==> src/rtl/sccb_pkg.sv <==
package sccb_pkg;
  typedef enum logic [1:0] {OP_START, OP_STOP, OP_WBYTE, OP_RBYTE} op_e;

  localparam logic [2:0] A_CTRL = 3'd0;
  localparam logic [2:0] A_ID   = 3'd1;
  localparam logic [2:0] A_SUB  = 3'd2;
  localparam logic [2:0] A_TXD  = 3'd3;
  localparam logic [2:0] A_RXD  = 3'd4;
  localparam logic [2:0] A_STAT = 3'd5;
  localparam logic [2:0] A_PINS = 3'd6;
  localparam logic [2:0] A_DIV  = 3'd7;

  localparam int unsigned LAST_WR = 4;
  localparam int unsigned LAST_RD = 7;
endpackage

==> src/rtl/sccb_tick_gen.sv <==
module sccb_tick_gen #(
  parameter int unsigned DIV_W = 8
) (
  input  logic             clk_i,
  input  logic             rst_ni,
  input  logic             run_i,
  input  logic [DIV_W-1:0] div_i,
  output logic             tick_o
);
  logic [DIV_W-1:0] cnt_q;

  always_ff @(posedge clk_i or negedge rst_ni) begin
    if (!rst_ni)                cnt_q <= '0;
    else if (!run_i)            cnt_q <= '0;
    else if (cnt_q >= div_i)    cnt_q <= '0;
    else                        cnt_q <= cnt_q + 1'b1;
  end

  assign tick_o = run_i && (cnt_q >= div_i);


  cnt_bound_chk: assert property (@(posedge clk_i) disable iff (!rst_ni)
    (run_i && $stable(div_i)) |-> (cnt_q <= div_i));
endmodule

==> src/rtl/sccb_bit_engine.sv <==
module sccb_bit_engine
  import sccb_pkg::*;
(
  input  logic       clk_i,
  input  logic       rst_ni,
  input  logic       tick_i,
  input  logic       op_valid_i,
  input  op_e        op_i,
  input  logic [7:0] byte_i,
  input  logic       sda_i,
  output logic       active_o,
  output logic       op_done_o,
  output logic [7:0] rx_byte_o,
  output logic       scl_oe_o,
  output logic       sda_oe_o
);
  logic       active_q, done_q, scl_oe_q, sda_oe_q;
  op_e        op_q;
  logic [1:0] q_q;
  logic [3:0] bit_q;
  logic [7:0] sh_q;
  logic       is_byte, last_q;

  assign is_byte = (op_q == OP_WBYTE) || (op_q == OP_RBYTE);
  assign last_q  = (q_q == 2'd3) && (!is_byte || bit_q == 4'd8);

  always_ff @(posedge clk_i or negedge rst_ni) begin
    if (!rst_ni) begin
      active_q <= 1'b0;
      done_q   <= 1'b0;
      scl_oe_q <= 1'b0;
      sda_oe_q <= 1'b0;
      op_q     <= OP_START;
      q_q      <= '0;
      bit_q    <= '0;
      sh_q     <= '0;
    end else begin
      done_q <= 1'b0;
      if (!active_q) begin
        if (op_valid_i) begin
          active_q <= 1'b1;
          op_q     <= op_i;
          q_q      <= '0;
          bit_q    <= '0;
          sh_q     <= byte_i;
        end
      end else if (tick_i) begin
        unique case (op_q)
          OP_START: begin
            case (q_q)
              2'd0:    sda_oe_q <= 1'b0;
              2'd1:    scl_oe_q <= 1'b0;
              2'd2:    sda_oe_q <= 1'b1;
              default: scl_oe_q <= 1'b1;
            endcase
          end
          OP_STOP: begin
            case (q_q)
              2'd0:    sda_oe_q <= 1'b1;
              2'd1:    scl_oe_q <= 1'b0;
              2'd2:    sda_oe_q <= 1'b0;
              default: ;
            endcase
          end
          default: begin
            case (q_q)
              2'd0:    sda_oe_q <= (op_q == OP_WBYTE) && (bit_q != 4'd8) && !sh_q[7];
              2'd1:    scl_oe_q <= 1'b0;
              2'd2:    if (bit_q != 4'd8) sh_q <= {sh_q[6:0], sda_i};
              default: scl_oe_q <= 1'b1;
            endcase
          end
        endcase
        q_q <= q_q + 1'b1;
        if (q_q == 2'd3) begin
          if (last_q) begin
            active_q <= 1'b0;
            done_q   <= 1'b1;
          end else begin
            bit_q <= bit_q + 1'b1;
          end
        end
      end
    end
  end

  assign active_o  = active_q;
  assign op_done_o = done_q;
  assign rx_byte_o = sh_q;
  assign scl_oe_o  = scl_oe_q;
  assign sda_oe_o  = sda_oe_q;


  sda_hold_chk: assert property (@(posedge clk_i) disable iff (!rst_ni)
    (!scl_oe_q && !$past(scl_oe_q) && (sda_oe_q != $past(sda_oe_q)))
      |-> (op_q == OP_START || op_q == OP_STOP));

  rx_release_chk: assert property (@(posedge clk_i) disable iff (!rst_ni)
    (active_q && op_q == OP_RBYTE) |-> !sda_oe_q);
endmodule

==> src/rtl/sccb_seq.sv <==
module sccb_seq
  import sccb_pkg::*;
(
  input  logic       clk_i,
  input  logic       rst_ni,
  input  logic       go_i,
  input  logic       rd_i,
  input  logic [6:0] id_i,
  input  logic [7:0] sub_i,
  input  logic [7:0] txd_i,
  input  logic       eng_done_i,
  input  logic [7:0] eng_rx_i,
  output logic       op_valid_o,
  output op_e        op_o,
  output logic [7:0] byte_o,
  output logic       busy_o,
  output logic       fin_o,
  output logic       fin_rd_o,
  output logic       tx_take_o,
  output logic [7:0] rxd_o
);
  logic       busy_q, issue_q, rd_q, fin_q, fin_rd_q;
  logic [3:0] step_q, last_step;
  logic [6:0] id_q;
  logic [7:0] sub_q, txd_q, rxd_q;

  assign last_step = rd_q ? 4'(LAST_RD) : 4'(LAST_WR);

  always_comb begin
    op_o   = OP_START;
    byte_o = '0;
    if (!rd_q) begin
      case (step_q)
        4'd0:    op_o = OP_START;
        4'd1:    begin op_o = OP_WBYTE; byte_o = {id_q, 1'b0}; end
        4'd2:    begin op_o = OP_WBYTE; byte_o = sub_q; end
        4'd3:    begin op_o = OP_WBYTE; byte_o = txd_q; end
        default: op_o = OP_STOP;
      endcase
    end else begin
      case (step_q)
        4'd0, 4'd4: op_o = OP_START;
        4'd1:    begin op_o = OP_WBYTE; byte_o = {id_q, 1'b0}; end
        4'd2:    begin op_o = OP_WBYTE; byte_o = sub_q; end
        4'd5:    begin op_o = OP_WBYTE; byte_o = {id_q, 1'b1}; end
        4'd6:    op_o = OP_RBYTE;
        default: op_o = OP_STOP;
      endcase
    end
  end

  always_ff @(posedge clk_i or negedge rst_ni) begin
    if (!rst_ni) begin
      busy_q   <= 1'b0;
      issue_q  <= 1'b0;
      rd_q     <= 1'b0;
      fin_q    <= 1'b0;
      fin_rd_q <= 1'b0;
      step_q   <= '0;
      id_q     <= '0;
      sub_q    <= '0;
      txd_q    <= '0;
      rxd_q    <= '0;
    end else begin
      fin_q    <= 1'b0;
      fin_rd_q <= 1'b0;
      if (go_i && !busy_q) begin
        busy_q  <= 1'b1;
        issue_q <= 1'b1;
        step_q  <= '0;
        rd_q    <= rd_i;
        id_q    <= id_i;
        sub_q   <= sub_i;
        txd_q   <= txd_i;
      end else begin
        if (issue_q) issue_q <= 1'b0;
        if (eng_done_i && busy_q) begin
          if (rd_q && step_q == 4'd6) rxd_q <= eng_rx_i;
          if (step_q == last_step) begin
            busy_q   <= 1'b0;
            fin_q    <= 1'b1;
            fin_rd_q <= rd_q;
          end else begin
            step_q  <= step_q + 1'b1;
            issue_q <= 1'b1;
          end
        end
      end
    end
  end

  assign op_valid_o = issue_q;
  assign busy_o     = busy_q;
  assign fin_o      = fin_q;
  assign fin_rd_o   = fin_rd_q;
  assign tx_take_o  = issue_q && !rd_q && (step_q == 4'd3);
  assign rxd_o      = rxd_q;


  busy_end_chk: assert property (@(posedge clk_i) disable iff (!rst_ni)
    $fell(busy_q) |-> $past(eng_done_i));

  step_range_chk: assert property (@(posedge clk_i) disable iff (!rst_ni)
    busy_q |-> (step_q <= last_step));
endmodule

==> src/rtl/sccb_regs.sv <==
module sccb_regs
  import sccb_pkg::*;
#(
  parameter int unsigned DIV_W   = 8,
  parameter int unsigned DIV_RST = 3
) (
  input  logic             clk_i,
  input  logic             rst_ni,
  input  logic [2:0]       addr_i,
  input  logic             wr_i,
  input  logic [7:0]       wdata_i,
  output logic [7:0]       rdata_o,
  input  logic             busy_i,
  input  logic             fin_i,
  input  logic             fin_rd_i,
  input  logic             tx_take_i,
  input  logic [7:0]       rxd_i,
  input  logic [3:0]       pins_i,
  output logic             go_o,
  output logic             rd_o,
  output logic [6:0]       id_o,
  output logic [7:0]       sub_o,
  output logic [7:0]       txd_o,
  output logic [DIV_W-1:0] div_o
);
  logic             mst_q, tx_q, done_q, rxr_q, txr_q;
  logic [6:0]       id_q;
  logic [7:0]       sub_q, txd_q, rxd_q;
  logic [DIV_W-1:0] div_q;
  logic             wr_ctrl, wr_stat;

  assign wr_ctrl = wr_i && (addr_i == A_CTRL);
  assign wr_stat = wr_i && (addr_i == A_STAT);

  always_ff @(posedge clk_i or negedge rst_ni) begin
    if (!rst_ni) begin
      mst_q  <= 1'b0;
      tx_q   <= 1'b0;
      done_q <= 1'b0;
      rxr_q  <= 1'b0;
      txr_q  <= 1'b0;
      id_q   <= '0;
      sub_q  <= '0;
      txd_q  <= '0;
      rxd_q  <= '0;
      div_q  <= DIV_W'(DIV_RST);
    end else begin
      if (wr_ctrl) begin
        mst_q <= wdata_i[0];
        tx_q  <= wdata_i[1];
      end
      if (wr_i && addr_i == A_ID)  id_q  <= wdata_i[6:0];
      if (wr_i && addr_i == A_SUB) sub_q <= wdata_i;
      if (wr_i && addr_i == A_TXD) txd_q <= wdata_i;
      if (wr_i && addr_i == A_DIV) div_q <= wdata_i[DIV_W-1:0];
      if (fin_rd_i) rxd_q <= rxd_i;
      // set wins over a simultaneous clear
      done_q <= fin_i     || (done_q && !(wr_stat && wdata_i[0]));
      rxr_q  <= fin_rd_i  || (rxr_q  && !(wr_stat && wdata_i[1]));
      txr_q  <= tx_take_i || (txr_q  && !(wr_stat && wdata_i[2]));
    end
  end

  always_comb begin
    case (addr_i)
      A_CTRL:  rdata_o = {6'b0, tx_q, mst_q};
      A_ID:    rdata_o = {1'b0, id_q};
      A_SUB:   rdata_o = sub_q;
      A_TXD:   rdata_o = txd_q;
      A_RXD:   rdata_o = rxd_q;
      A_STAT:  rdata_o = {busy_i, 4'b0, txr_q, rxr_q, done_q};
      A_PINS:  rdata_o = {4'b0, pins_i};
      default: rdata_o = 8'(div_q);
    endcase
  end

  assign go_o  = wr_ctrl && wdata_i[7] && wdata_i[0];
  assign rd_o  = !wdata_i[1];
  assign id_o  = id_q;
  assign sub_o = sub_q;
  assign txd_o = txd_q;
  assign div_o = div_q;


  done_sticky_chk: assert property (@(posedge clk_i) disable iff (!rst_ni)
    (done_q && !(wr_stat && wdata_i[0])) |=> done_q);

  rxr_sticky_chk: assert property (@(posedge clk_i) disable iff (!rst_ni)
    (rxr_q && !(wr_stat && wdata_i[1])) |=> rxr_q);
endmodule

==> src/rtl/sccb_xfer_master.sv <==
module sccb_xfer_master
  import sccb_pkg::*;
#(
  parameter int unsigned DIV_W   = 8,
  parameter int unsigned DIV_RST = 3
) (
  input  logic       clk_i,
  input  logic       rst_ni,
  input  logic [2:0] reg_addr_i,
  input  logic       reg_wr_i,
  input  logic [7:0] reg_wdata_i,
  output logic [7:0] reg_rdata_o,
  input  logic       scl_i,
  output logic       scl_oe_o,
  input  logic       sda_i,
  output logic       sda_oe_o
);
  logic [1:0]       scl_s, sda_s;
  logic             go, rd, busy, fin, fin_rd, tx_take, tick;
  logic             op_valid, eng_active, eng_done, scl_oe, sda_oe;
  logic [6:0]       id;
  logic [7:0]       sub, txd, rxd, op_byte, eng_rx;
  logic [DIV_W-1:0] div;
  op_e              op;

  always_ff @(posedge clk_i or negedge rst_ni) begin
    if (!rst_ni) begin
      scl_s <= 2'b11;
      sda_s <= 2'b11;
    end else begin
      scl_s <= {scl_s[0], scl_i};
      sda_s <= {sda_s[0], sda_i};
    end
  end

  sccb_regs #(.DIV_W(DIV_W), .DIV_RST(DIV_RST)) regs_i (
    .clk_i, .rst_ni,
    .addr_i(reg_addr_i), .wr_i(reg_wr_i), .wdata_i(reg_wdata_i), .rdata_o(reg_rdata_o),
    .busy_i(busy), .fin_i(fin), .fin_rd_i(fin_rd), .tx_take_i(tx_take), .rxd_i(rxd),
    .pins_i({scl_s[1], !scl_oe, sda_s[1], !sda_oe}),
    .go_o(go), .rd_o(rd), .id_o(id), .sub_o(sub), .txd_o(txd), .div_o(div)
  );

  sccb_seq seq_i (
    .clk_i, .rst_ni,
    .go_i(go), .rd_i(rd), .id_i(id), .sub_i(sub), .txd_i(txd),
    .eng_done_i(eng_done), .eng_rx_i(eng_rx),
    .op_valid_o(op_valid), .op_o(op), .byte_o(op_byte),
    .busy_o(busy), .fin_o(fin), .fin_rd_o(fin_rd), .tx_take_o(tx_take), .rxd_o(rxd)
  );

  sccb_tick_gen #(.DIV_W(DIV_W)) tick_i (
    .clk_i, .rst_ni, .run_i(eng_active), .div_i(div), .tick_o(tick)
  );

  sccb_bit_engine eng_i (
    .clk_i, .rst_ni, .tick_i(tick),
    .op_valid_i(op_valid), .op_i(op), .byte_i(op_byte), .sda_i(sda_s[1]),
    .active_o(eng_active), .op_done_o(eng_done), .rx_byte_o(eng_rx),
    .scl_oe_o(scl_oe), .sda_oe_o(sda_oe)
  );

  assign scl_oe_o = scl_oe;
  assign sda_oe_o = sda_oe;


  idle_release_chk: assert property (@(posedge clk_i) disable iff (!rst_ni)
    (!busy && !$past(busy)) |-> (!scl_oe && !sda_oe));
endmodule

==> config.mk <==
export PLATFORM = sky130hd
export DESIGN_NAME = sccb_xfer_master
export DESIGN_NICKNAME = d
export VERILOG_FILES = /design/src/rtl/sccb_pkg.sv /design/src/rtl/sccb_tick_gen.sv /design/src/rtl/sccb_bit_engine.sv /design/src/rtl/sccb_seq.sv /design/src/rtl/sccb_regs.sv /design/src/rtl/sccb_xfer_master.sv
export SDC_FILE = /design/constraint.sdc
export NUM_CORES = 1
export LEC_CHECK = 0
export BUFFER_PORTS_ARGS = -buffer_cell sky130_fd_sc_hd__buf_2
export CORE_ASPECT_RATIO = 1.75
export CORE_MARGIN = 2
export CORE_UTILIZATION = 30
export DETAILED_ROUTE_END_ITERATION = 6
export GPL_TIMING_DRIVEN = 0
export SLEW_MARGIN = 20
export SYNTH_ARGS = -nofsm -noshare
export SYNTH_HDL_FRONTEND = slang
export SYNTH_SLANG_ARGS = --single-unit
==> constraint.sdc <==
create_clock -name clk_i -period 2 [get_ports clk_i]
set_input_delay 0.2 -clock clk_i [delete_from_list [all_inputs] [get_ports clk_i]]
set_output_delay 0.2 -clock clk_i [all_outputs]
set_load 0.005 [all_outputs]
Yosys cells after proc, flatten, opt, wreduce, memory -nomap -nowiden
Index checks and enable logic that the tools add are counted.

cells by class
  add/sub/neg operators = 4
  magnitude comparators = 1
  equality and inequality tests = 33
  multiplexer cells = 55
  bitwise operators = 2
  reductions and logical operators = 60

operators by type and width
  operator                                       count
  two-way mux 8 bit                              9
  case mux 8 bit (7 select lines)                1
  case mux 8 bit (3 select lines)                2
  two-way mux 4 bit                              8
  two-way mux 1 bit                              24
  logical AND 1 bit                              23
  == test 3 bit, second input constant           4
  == test 4 x 3 -> 1 bit, second input constant  3
  != test 2 bit, second input constant           6
  zero test 1 bit                                10
  two-way mux 2 bit                              5
  AND reduction 5 bit                            2
  adder 4 x 1 -> 4 bit, second input constant    2
  adder 8 x 1 -> 8 bit, second input constant    1
  == test 2 bit, second input constant           4
  == test 4 x 2 -> 1 bit, second input constant  2
  >= comparator 8 bit                            1
  case mux 1 bit (2 select lines)                4
  AND reduction 2 bit                            4
  AND reduction 4 bit                            2
  == test 3 x 2 -> 1 bit, second input constant  2
  != test 2 x 1 -> 1 bit, second input constant  3
  != test 3 x 2 -> 1 bit, second input constant  2
  case mux 2 bit (3 select lines)                1
  18 further kinds                               30

word-level totals
  bits in registers = 116
  input bits = 16
  output and inout bits = 10
  word-level logic and storage cells = 186

Longest topological paths before layout
  word-level depth = 9
  mapped depth = 7
  gate-level depth less buffers = 7

Hierarchy
A second synthesis with hierarchy kept.

second synthesis, totals
  cell total of the unflattened synthesis = 512
  area total of the unflattened synthesis = 5914.4 µm²

modules (own cells, without submodules)
  module            times used  cells each  area an instance (µm²)  sequential area each (µm²)
  sccb_regs         1           180         2185.8                  1103.6
  sccb_seq          1           160         1949.4                  1001.0
  sccb_bit_engine   1           108         1094.8                  500.5
  sccb_tick_gen     1           58          571.8                   200.2
  sccb_xfer_master  1           6           112.6                   105.1

Worst setup path before layout
OpenSTA, ideal clock, no wires.

  path type = flip-flop to flip-flop
  start = register regs_i.div_q[1] (netlist: regs_i.div_o[1])
  end = register eng_i.sh_q[0] (netlist: eng_i.rx_byte_o[0])
  setup time = 0.125 ns
  arrival = 2.013 ns
  data required time = 1.875 ns
  path slack = -0.138 ns
  cell stages (with the launch flop) = 7
  path buffers = 0
  period minus slack after synthesis = 2.138 ns
  cell sequence = dfstp_2 -> inv_1 -> ha_1 -> a2111oi_4 -> o311ai_4 -> a21boi_4 -> mux2_2

on the way
  cells in the longest elaborated chain, start to end = 4

ends and longest elaborated chain
  what                              line                   RTL
  from (decl)                       sccb_regs.sv:29        logic [DIV_W-1:0] div_q;
  from (signal assigned)            sccb_regs.sv:46        div_q <= DIV_W'(DIV_RST);
  from (signal assigned)            sccb_regs.sv:55        if (wr_i && addr_i == A_DIV) div_q <= wdata_i[DIV_W-1:0];
  >= comparator 8 bit               sccb_tick_gen.sv:19    assign tick_o = run_i && (cnt_q >= div_i);
  logical AND 1 bit                 sccb_tick_gen.sv:19
  != test 2 x 1 -> 1 bit (no line)  n/a
  AND reduction 5 bit (no line)     n/a
  to (signal assigned)              sccb_bit_engine.sv:45  sh_q <= byte_i;
  to (signal assigned)              sccb_bit_engine.sv:69  2'd2: if (bit_q != 4'd8) sh_q <= {sh_q[6:0], sda_i};
  to (decl)                         sccb_bit_engine.sv:21  logic [7:0] sh_q;

No other way between the ends.
A chain may end at the register's enable or synchronous reset.

Final worst setup path
  start = register regs_i.div_q[0] (netlist: regs_i.div_o[0])
  end = register eng_i.bit_q[2]

on the way
  cells in the longest elaborated chain, start to end = 4

ends and longest elaborated chain
  what                              line                   RTL
  >= comparator 8 bit               sccb_tick_gen.sv:19
  logical AND 1 bit                 sccb_tick_gen.sv:19
  != test 2 x 1 -> 1 bit (no line)  n/a
  AND reduction 4 bit (no line)     n/a
  to (signal assigned)              sccb_bit_engine.sv:80  bit_q <= bit_q + 1'b1;
  to (decl)                         sccb_bit_engine.sv:20  logic [3:0] bit_q;

No other way between the ends.

==> impl_metrics.py <==
metrics = {
    "clock_tree": {
        "cts_root_buf": "clkbuf_16",
        "numCtsBuffers": 17,
        "cts_tree": "done",
        "clockBufferDepth": 2,
        "clkTransAtPathRegs_ns": 0.06,
        "clkLatencyLatePin_ns": 0.42,
        "clock_sinks": 116,
        "htree_levels": 4,
    },
    "timing": {
        "relSlewSlack_pct": 33.8,
        "slew_violations": 0,
        "skew_ns": 0.00778,
        "min_period_over_period_pct": 109,
        "timing.hold.ws_ns": 0.0568,
        "setup_ws_ns": -0.178,
        "hold_violations": 0,
        "tightest_slew_ns": 0.988,
        "tns_ns": -2.08,
        "setup_violations": 18,
        "fmax_ghz": 0.459,
        "min_period_ns": 2.18,
        "rsz0062_at_grt": "true",
    },
    "critical_path": {
        "worstSetupPathDepth": 7,
        "rr_startpoint": "regs_i.div_o[0]$_DFFE_PN1P_",
        "crit_buf_inv": 1,
        "cp_top_family": "compound AO/OA/AOI/OAI gates",
        "cp_slowest_cell": "dfstp_2",
        "path_class": "reg -> reg",
        "endpoint_kind": "flip-flop",
        "r2r_slack_ns": -0.18,
        "cp_max_fo": 7,
        "cp_data_arrival_time_ns": 2.48,
        "rr_worst_depth": 7,
        "worstReg2RegEnd": "eng_i.bit_q[2]$_DFFE_PN0P_",
        "critical_path_required_ns": 2.31,
        "startpoint_type": "flip-flop",
        "critPathMaxStageDelay_ns": 0.56,
        "critPathLaunch": "regs_i.div_o[0]$_DFFE_PN1P_",
        "crit_path_end": "eng_i.bit_q[2]$_DFFE_PN0P_",
        "cp_cell_sequence": "ha_4, nand2b_4, a2111oi_4, buf_4, o31ai_4, and2_4, a221o_1",
    },
    "routing": {
        "antenna_left": 0,
        "first_iter_violations": 251,
        "wl_per_cell_microns": 18.8,
        "wirelength_microns": 14800,
        "first_pass_iters": 5,
        "routed-via-count": 4017,
        "via_per_inst": 5.10,
        "drc": 0,
    },
    "synthesis": {
        "ys.flop_type": "dfrtp_1",
        "synth-seq-cells": 116,
        "synth_edf_count": 0,
        "syn_nets": 511,
        "postSynthCellCount": 476,
        "synth_area_sq_um": 5650,
        "async_reset_ff_share_pct": 100,
        "syn_avg_cell_area_sq_um": 11.9,
        "yosysWarningCount": 0,
        "seq_area_frac_synth_pct": 51.6,
        "ys_types": 58,
    },
    "floorplanning": {
        "die_w_microns": 108,
        "row_count": 66,
        "io_pins": 26,
        "core-area_sq_um": 18500,
        "die_area_sq_um": 20000,
        "die-height_microns": 185,
        "start_util_pct": 30.5,
    },
    "power_and_ir_drop": {
        "vdd_drop_max_mv": 0.660,
        "power_w": 0.00751,
        "cellLeakagePower_nw": 3.17,
        "power_density_nw_per_um2": 1080,
    },
    "run_status": {
        "violations": "negative setup slack",
        "status": "finished with violations",
    },
    "final_layout": {
        "drive_above_1_share_pct": 38.1,
        "num-fill-cells": 1827,
        "layout_commonest_cell": "dfrtp_1",
        "final_area_sq_um": 6980,
        "final_cell_mix": "dfrtp_1 (106), mux2_2 (82), buf_2 (31)",
        "antennaDiodeCount": 0,
        "layout.nets": 571,
        "multi_input_area_sq_um": 2710,
        "area.growth.synth_to_final_pct": 23.6,
        "ff_latch_area_sq_um": 2920,
    },
    "place": {
        "port_buffers": 25,
        "gp_congestion": 0.907,
        "place_hpwl_microns": 10900,
        "place_area_sq_um": 6150,
    },
    "global_routing": {
        "grt_use_total_pct": 15.9,
        "grt_pass1_vias": 4363,
        "grt_max_degree": 60,
        "overflow": 0,
        "grt_pass1_wl_microns": 23700,
        "antenna_found_initial": 0,
    },
    "run": {
        "max_cap_viol_count": 0,
    },
    "min_path": {
        "hold_path_class": "in -> reg",
    },
}
[state kept, by name (all words and copies together) (netlist names), 2 cells and up]
| name | flops |
|---|---|
| eng_i.rx_byte_o | 8 |
| regs_i.div_o | 8 |
| regs_i.rxd_q | 8 |
| regs_i.sub_o | 8 |
| regs_i.txd_o | 8 |
| seq_i.rxd_o | 8 |
| seq_i.sub_q | 8 |
| seq_i.txd_q | 8 |
| tick_i.cnt_q | 8 |
| regs_i.id_o | 7 |
| seq_i.id_q | 7 |
| eng_i.bit_q | 4 |
| seq_i.step_q | 4 |
| eng_i.op_q | 2 |
| eng_i.q_q | 2 |
| scl_s | 2 |
| sda_s | 2 |
[layout make-up]
type                    instances  share of cell area [%]
multi-input cells             317                    38.9
inverters                      21                    1.13
repair buffers                 42                    4.47
flip-flops and latches        116                    41.8
plain buffers                  21                    1.51
clock inverters                10                    1.17
clock buffers                  22                    6.80
well taps                     238                    4.27
[worst register-to-register path, cell delays in order, from the launching register on]
cell       delay (ns)
dfstp_2          0.56
ha_4             0.20
nand2b_4         0.14
a2111oi_4        0.38
buf_4            0.19
o31ai_4          0.10
and2_4           0.17
a221o_1          0.31
[repair_timing]
| action | in CTS | in global routing |
|---|---|---|
| pin swaps | 7 | 3 |
| resized for setup | 15 | 15 |
| buffers inserted | 8 | 7 |
| hold buffers | 3 | 0 |
| setup endpoints to repair | 21 | 27 |
| hold endpoints to repair | 55 | 0 |
[routing by layer]
layer  part of all wire, %  wire length [microns]  up-vias  global-route usage (%)
li1                      -                      -     1838                       -
met3                   2.9                    426       50                    2.66
met1                    36                   5270     2030                    15.5
met2                    56                   8240       99                    30.0
met5                     0                      0        -                       0
met4                   5.9                    878        0                    10.6
[through the flow]
stage,std cells,utilization (%),setup slack (ns)
after floorplan,476,-,-0.102
final,787,37.7,-0.178
after global routing,787,37.7,-0.251
after detailed placement,740,33.2,-0.481
after global placement,739,33.0,-0.726
after CTS,783,37.1,-0.220
[where the power goes]
part / internal (W) / switching, W
Sequential: 0.00264 / 0.000266
Clock: 0.00179 / 0.00106
Combinational: 0.000774 / 0.000973
[how the worst min path moves through the flow]
stage / start / to / slack [ns] / cells after the start
6_report: reg_wdata_i[5] / regs_i.div_o[5]$_DFFE_PN0P_ / 0.06 / 2
5_1_grt: reg_wdata_i[5] / regs_i.div_o[5]$_DFFE_PN0P_ / 0.05 / 2
4_1_cts: reg_wdata_i[5] / regs_i.div_o[5]$_DFFE_PN0P_ / 0.05 / 2
3_5_place_dp: rst_ni / regs_i.txd_o[0]$_DFFE_PN0P_ / 0.21 / 1
3_3_place_gp: sda_i / sda_s[0]$_DFF_PN1_ / 0.31 / 1
2_1_floorplan: rst_ni / eng_i.active_o$_DFF_PN0_ / -0.1 / 0
[cell usage after synthesis, drive strengths merged, types with 6 or more instances]
library cell	n	area [sq um]
nand3	17	85.1
nor2b	6	37.5
clkbuf	12	46.3
a32o	9	90.1
a221oi	6	52.6
mux2	84	946
inv	21	78.8
xor2	6	52.6
o21ai	23	115
a21oi	25	125
ha	19	238
nand2	29	109
dfrtp	110	2750
dfstp	6	158
nor2	22	85.1
buf	10	60.1
nor3	6	30.0
and3	6	37.5
[kinds of logic (layout without fill, tap and decap cells)]
group	Yosys count	in the layout	synth area share [%]
fa+ha+maj	19	19	4.21
flops	116	116	51.6
xor+xnor	9	9	1.40
buf+inv	43	116	3.28
compound gates	94	94	12.0
mux	87	87	17.5
simple gates	108	108	10.1
Note: power is estimated with default switching activity, not from simulation.
